[config.mk]
export PLATFORM = sky130hd
export DESIGN_NAME = burst_col_seq
export DESIGN_NICKNAME = d
export VERILOG_FILES = /design/src/rtl/burst_seq_pkg.sv /design/src/rtl/bsq_len_decode.sv /design/src/rtl/bsq_beat_ctr.sv /design/src/rtl/bsq_addr_map.sv /design/src/rtl/burst_col_seq.sv
export SDC_FILE = /design/constraint.sdc
export NUM_CORES = 1
export LEC_CHECK = 0
export BUFFER_PORTS_ARGS = -buffer_cell sky130_fd_sc_hd__buf_2
export CORE_MARGIN = 3
export CORE_UTILIZATION = 48
export CTS_BUF_LIST = sky130_fd_sc_hd__clkbuf_8
export DETAILED_ROUTE_END_ITERATION = 10
export PLACE_DENSITY = 0.88
export SYNTH_ARGS = -nofsm -noshare
export SYNTH_HDL_FRONTEND = slang
export SYNTH_SLANG_ARGS = --single-unit
[constraint.sdc]
create_clock -name clk -period 1.5 [get_ports clk]
set_input_delay 0.075 -clock clk [delete_from_list [all_inputs] [get_ports clk]]
set_output_delay 0.075 -clock clk [all_outputs]
set_load 0.005 [all_outputs]
[src/rtl/burst_seq_pkg.sv]
package burst_seq_pkg;

   // Width of the reordered field for the largest burst (8 beats)
   localparam int OFS_W = 3;

   // Burst length codes: the decoder depends on these values
   localparam logic [2:0] BLC_TWO   = 3'b001;
   localparam logic [2:0] BLC_FOUR  = 3'b010;
   localparam logic [2:0] BLC_EIGHT = 3'b011;

   typedef logic [OFS_W-1:0] ofs_t;

   typedef struct packed {
      logic ok;      // code is legal
      ofs_t mask;    // bits that take part in the ordering
      ofs_t last;    // beat index of the final shown beat
   } len_info_t;

endpackage

[src/rtl/bsq_len_decode.sv]
module bsq_len_decode
   import burst_seq_pkg::*;
#(
   parameter int PAIR_MODE = 0
) (
   input  logic [2:0] code_i,
   output len_info_t  info_o
);

   localparam ofs_t STEP_V = (PAIR_MODE != 0) ? ofs_t'(2) : ofs_t'(1);

   always_comb begin
      info_o = '0;
      unique case (code_i)
         BLC_TWO: begin
            info_o.ok   = 1'b1;
            info_o.mask = 3'b001;
            info_o.last = ofs_t'(2) - STEP_V;
         end
         BLC_FOUR: begin
            info_o.ok   = 1'b1;
            info_o.mask = 3'b011;
            info_o.last = ofs_t'(4) - STEP_V;
         end
         BLC_EIGHT: begin
            info_o.ok   = 1'b1;
            info_o.mask = 3'b111;
            info_o.last = ofs_t'(8) - STEP_V;
         end
         default: info_o = '0;
      endcase
   end

endmodule

[src/rtl/bsq_beat_ctr.sv]
module bsq_beat_ctr
   import burst_seq_pkg::*;
#(
   parameter int PAIR_MODE = 0
) (
   input  logic clk,
   input  logic rst_n,
   input  logic load_i,
   input  ofs_t last_i,
   output logic active_o,
   output ofs_t idx_o,
   output logic at_last_o
);

   localparam ofs_t STEP_V = (PAIR_MODE != 0) ? ofs_t'(2) : ofs_t'(1);

   ofs_t last_r;

   always_ff @(posedge clk) begin
      if (!rst_n) begin
         active_o <= 1'b0;
         idx_o    <= '0;
         last_r   <= '0;
      end else if (load_i) begin
         active_o <= 1'b1;
         idx_o    <= '0;
         last_r   <= last_i;
      end else if (active_o) begin
         if (idx_o == last_r) begin
            active_o <= 1'b0;
         end else begin
            idx_o <= idx_o + STEP_V;
         end
      end
   end

   assign at_last_o = active_o && (idx_o == last_r);


   idx_in_range_chk: assert property (@(posedge clk) disable iff (!rst_n)
      active_o |-> (idx_o <= last_r));

endmodule

[src/rtl/bsq_addr_map.sv]
module bsq_addr_map
   import burst_seq_pkg::*;
#(
   parameter int COL_W = 10
) (
   input  logic [COL_W-1:0] base_i,
   input  ofs_t             mask_i,
   input  logic             xor_mode_i,
   input  ofs_t             idx_i,
   output logic [COL_W-1:0] col_o
);

   ofs_t seq_low;
   ofs_t xor_low;
   ofs_t pick;

   assign seq_low = base_i[OFS_W-1:0] + idx_i;
   assign xor_low = base_i[OFS_W-1:0] ^ idx_i;
   assign pick    = xor_mode_i ? xor_low : seq_low;

   for (genvar b = 0; b < OFS_W; b++) begin : g_low
      assign col_o[b] = mask_i[b] ? pick[b] : base_i[b];
   end

   if (COL_W > OFS_W) begin : g_high
      assign col_o[COL_W-1:OFS_W] = base_i[COL_W-1:OFS_W];
   end

endmodule

[src/rtl/burst_col_seq.sv]
module burst_col_seq
   import burst_seq_pkg::*;
#(
   parameter int COL_W     = 10,
   parameter int PAIR_MODE = 0
) (
   input  logic             clk,
   input  logic             rst_n,
   input  logic             start_i,
   input  logic [COL_W-1:0] start_col_i,
   input  logic [2:0]       bl_code_i,
   input  logic             interleave_i,
   output logic [COL_W-1:0] col_o,
   output logic             valid_o,
   output logic             last_o
);

   if (COL_W < OFS_W) begin : g_bad_width
      $error("burst_col_seq: COL_W must be at least 3");
   end
   if (PAIR_MODE != 0 && PAIR_MODE != 1) begin : g_bad_mode
      $error("burst_col_seq: PAIR_MODE must be 0 or 1");
   end

   len_info_t        info;
   logic             start_ok;
   logic [COL_W-1:0] base_r;
   ofs_t             mask_r;
   logic             xor_r;
   ofs_t             beat_idx;

   bsq_len_decode #(.PAIR_MODE(PAIR_MODE)) u_dec (
      .code_i (bl_code_i),
      .info_o (info)
   );

   assign start_ok = start_i && info.ok;

   always_ff @(posedge clk) begin
      if (!rst_n) begin
         base_r <= '0;
         mask_r <= '0;
         xor_r  <= 1'b0;
      end else if (start_ok) begin
         base_r <= start_col_i;
         mask_r <= info.mask;
         xor_r  <= interleave_i;
      end
   end

   bsq_beat_ctr #(.PAIR_MODE(PAIR_MODE)) u_ctr (
      .clk       (clk),
      .rst_n     (rst_n),
      .load_i    (start_ok),
      .last_i    (info.last),
      .active_o  (valid_o),
      .idx_o     (beat_idx),
      .at_last_o (last_o)
   );

   bsq_addr_map #(.COL_W(COL_W)) u_map (
      .base_i     (base_r),
      .mask_i     (mask_r),
      .xor_mode_i (xor_r),
      .idx_i      (beat_idx),
      .col_o      (col_o)
   );


   first_beat_chk: assert property (@(posedge clk) disable iff (!rst_n)
      start_ok |=> (valid_o && col_o == $past(start_col_i)));


   last_implies_valid_chk: assert property (@(posedge clk) disable iff (!rst_n)
      last_o |-> valid_o);


   drop_after_last_chk: assert property (@(posedge clk) disable iff (!rst_n)
      (last_o && !start_ok) |=> !valid_o);

   if (COL_W > OFS_W) begin : g_hi_chk

      upper_stable_chk: assert property (@(posedge clk) disable iff (!rst_n)
         (valid_o && $past(valid_o) && !$past(start_ok))
            |-> (col_o[COL_W-1:OFS_W] == $past(col_o[COL_W-1:OFS_W])));
   end

endmodule

==> summary.md <==
The run finished, with violations left. The checks that failed: negative setup slack. Clock-pin slew was measured on the worst setup and hold paths at 0.06 ns. The run gives 0.5441 as the effective utilization at floorplan.

The number of warnings printed during yosys synthesis is 0. The maximum fanout encountered on the critical timing path was 2; the number of pins exceeding their max-slew limit in the final report was 0. The share of the synthesized area in the top cell type came out at 0.3564.

The total of fill cells in the finished design is 156, and the sequential share of the synthesized area is 0.3564. The residual antenna-violating net count after detailed routing was 0. The async set-or-reset flop fraction in the synthesized netlist works out to 0. TritonCTS built the clock tree.

The first detailed-routing pass took 4 iterations. A synthesized cell averages 8.641 um2. Yosys mapped a number of flops with a built-in enable equal to 0. In the routed layout, each cell is associated on average with a via count of 5.491. The number of violations of the max-capacitance limit was 0; the total overflow reported by the global router was 0.

The worst clock skew on the final layout was 0.0007523 ns; the number of port buffers was 28. Setup repair after global routing could not meet its margin everywhere. The first global-routing pass estimated 3.788 mm of wire. Synthesis instantiated 30 different standard cells from the library. The worst setup path is launched from a register. The commonest cells after synthesis are 18 x sky130_fd_sc_hd__dfxtp_1, 16 x sky130_fd_sc_hd__o21ai_0, 13 x sky130_fd_sc_hd__a21boi_0, 13 x sky130_fd_sc_hd__nand3_1. The core region is 1858 um2. After technology mapping, the gate count stands at 117. The worst setup path is captured at a primary output. For the final worst slack, the log shows -0.2281 ns.

The leading cell type by number of instances after synthesis was sky130_fd_sc_hd__dfxtp_1. For the worst setup path, the data required time is 1.42 ns. The final critical-path required period works out to 1.728 ns. The width of the chip is 51.90 um, and the area added between synthesis and finish is 20.54%.

The pre-CTS setup slack is -0.09759 ns, and the data arrival time at the worst-slack endpoint is 1.65 ns. For this block, the routed nets add up to 2.236 mm of wire. Counting flops and latches in the post-synthesis netlist gives 18. The path class of the tightest hold or removal check is primary input to register.

The placement row count is 15. The total CTS buffers came out at 3. The worst setup path is of the register to primary output kind. Top cell type by total area after synthesis: sky130_fd_sc_hd__dfxtp_1. For the worst-skew pair, the clock arrives at the later sink with an insertion delay of 0.25 ns.

The number of global-route vias before repair is 854, and the total clock sinks is 18. The total die area was 2693 um2. Ranked by total cell area, the synthesized netlist is headed by sky130_fd_sc_hd__dfxtp_1 36%, sky130_fd_sc_hd__a21boi_0 9.7%, sky130_fd_sc_hd__o21ai_0 7.9%.

The clock passes through at most 2 buffers. Registers take 362.8 um2. For this design the ratio of total power to cell area is 799.1 nW/um2. The run gives 163 as the net count reported at finish.

The final setup violation count is 2. For the pin with the worst max-slew slack, the measured transition is 0.5844 ns. Net count after synthesis: 138. The most used flip-flop cell after synthesis is sky130_fd_sc_hd__dfxtp_1. The detailed router finished its first iteration with 19 violations. The portion of the clock cycle consumed by the worst path in the final layout works out to 1.152. The height of the die was 51.90 um; the final design instance area without fill was 1219 um2. Share of layout cells above drive strength 1: 0.3571. The achievable frequency was 578.7 MHz; the half-perimeter wire length of the detailed placement result was 1.641 mm. For this run, design rule violations remaining after detail routing come to 0. In the final routed layout, each cell accounts on average for 13.55 um. The number of hold buffers added after CTS was 0.

For the post-route core utilization, the log shows 0.6559. The run gives 0.1893 as the total routing usage reported by global routing. The number of hold violations in the final report came out at 0.

For this design the top-level I/O count stands at 29. The synthesized area was 1011 um2; the worst slew slack as a fraction of its limit was 0.6104. The initial antenna violation count came out at 0.

The congestion estimate from routability-driven global placement came to 0.7673. In the final layout, the multi-input gates occupy 571.8 um2. CTS placed an instance of sky130_fd_sc_hd__clkbuf_8 at the clock tree root. The number of antenna diodes in the final layout is 0.

Entering global routing, the biggest net connects 21 pins. Once placement finished, the instance area stood at 1135 um2. The leakage dissipation was 0.0005071 uW; the highest ir drop seen on vdd was 532.3 uV. The total number of vias was 906. Number of levels the H-tree was split into: 1.
-- cell usage in the layout, fill, tap and decap left out, drive strengths merged --
cell type	count
o211ai	5
fa	1
o31a	1
nand2	2
o21ai	16
nor4	1
o311ai	1
dfxtp	18
a21oi	2
or2	1
xnor2	1
a41oi	1
ha	3
nand2b	1
nor2b	1
or3	1
nand3	13
o21a	3
nor2	4
nor3	1
mux2i	2
xor2	3
buf	34
mux2	1
a21boi	13
inv	7
clkbuf	3
-- where the power goes --
part           leakage [uW]  internal [uW]  switching [uW]
Clock             0.0000216            178             147
Combinational      0.000338           63.6            72.1
Sequential         0.000148            497            15.7
Total              0.000507            739             235
-- sequential cells by signal, indices dropped and copies added (netlist names) --
name and flops:
base_r 10, mask_r 3, u_ctr.idx_o 3, u_ctr.active_o 1
xor_r 1
-- final timing paths --
path | depth (start not counted) | slack [ns] | to | from
setup / recovery | 7 | -0.23 | col_o[2] | base_r[0]
hold / removal | 3 | 0.08 | base_r[0] | start_col_i[0]
setup reg to reg | 4 | 0.15 | u_ctr.idx_o[2] | u_ctr.idx_o[0]
hold reg to reg | 2 | 0.48 | base_r[5] | base_r[5]
-- per-stage QoR --
| stage | cells | TNS (ns) | hold slack (ns) | power, uW |
|---|---|---|---|---|
| after floorplan | 117 | 0 | 0.2199 | 604.3 |
| after global placement | 161 | -0.03843 | 0.3368 | 644.6 |
| final | 165 | -0.4439 | 0.08427 | 973.9 |
| after global routing | 165 | -0.6241 | 0.08546 | 1026 |
| after detailed placement | 161 | -0.09759 | 0.3495 | 651.7 |
| after CTS | 165 | -0.4626 | 0.08237 | 977.5 |
-- critical path: stages (launching register included) --
cell                      delay (ns)
sky130_fd_sc_hd__dfxtp_2        0.35
sky130_fd_sc_hd__ha_4           0.13
sky130_fd_sc_hd__inv_2          0.03
sky130_fd_sc_hd__fa_2           0.33
sky130_fd_sc_hd__o21a_1         0.18
sky130_fd_sc_hd__o21ai_2        0.12
sky130_fd_sc_hd__xnor2_1        0.12
sky130_fd_sc_hd__buf_2          0.13
-- metal layers --
metal | global-route usage | part of all wire | up-vias
met2 | 0.3389 | 0.51 | 27
met5 | 0 | 0 | -
met4 | 0.06114 | 0.010 | 0
met1 | 0.2139 | 0.42 | 420
met3 | 0.05158 | 0.062 | 4
li1 | - | - | 455
-- logic make-up (layout without fill, tap and decap cells) --
| group | after synthesis | in the layout | share of synthesized area |
|---|---|---|---|
| flip-flops | 18 | 18 | 0.3564 |
| multiplexers | 3 | 3 | 0.03094 |
| adder cells (fa/ha/maj) | 4 | 4 | 0.05694 |
| AND/OR/NAND/NOR | 25 | 25 | 0.1250 |
| buffers and inverters | 21 | 44 | 0.1102 |
| XOR/XNOR | 4 | 4 | 0.04209 |
| AO/OA/AOI/OAI | 42 | 42 | 0.2785 |
-- layout make-up --
| type | count | area share |
|---|---|---|
| clock buffers | 3 | 0.03388 |
| flip-flops and latches | 18 | 0.2977 |
| multi-input cells | 78 | 0.4692 |
| well taps | 25 | 0.02567 |
| repair buffers | 34 | 0.1520 |
| inverters | 7 | 0.02156 |
-- what timing repair did --
item | 4_1_cts | 5_1_grt
pin swaps | 3 | 1
endpoints found under the hold margin | 0 | 0
setup endpoints to repair | 2 | 3
buffers inserted | 1 | 0
gates resized for setup | 7 | 2
Power figures use the tool's default switching activity.
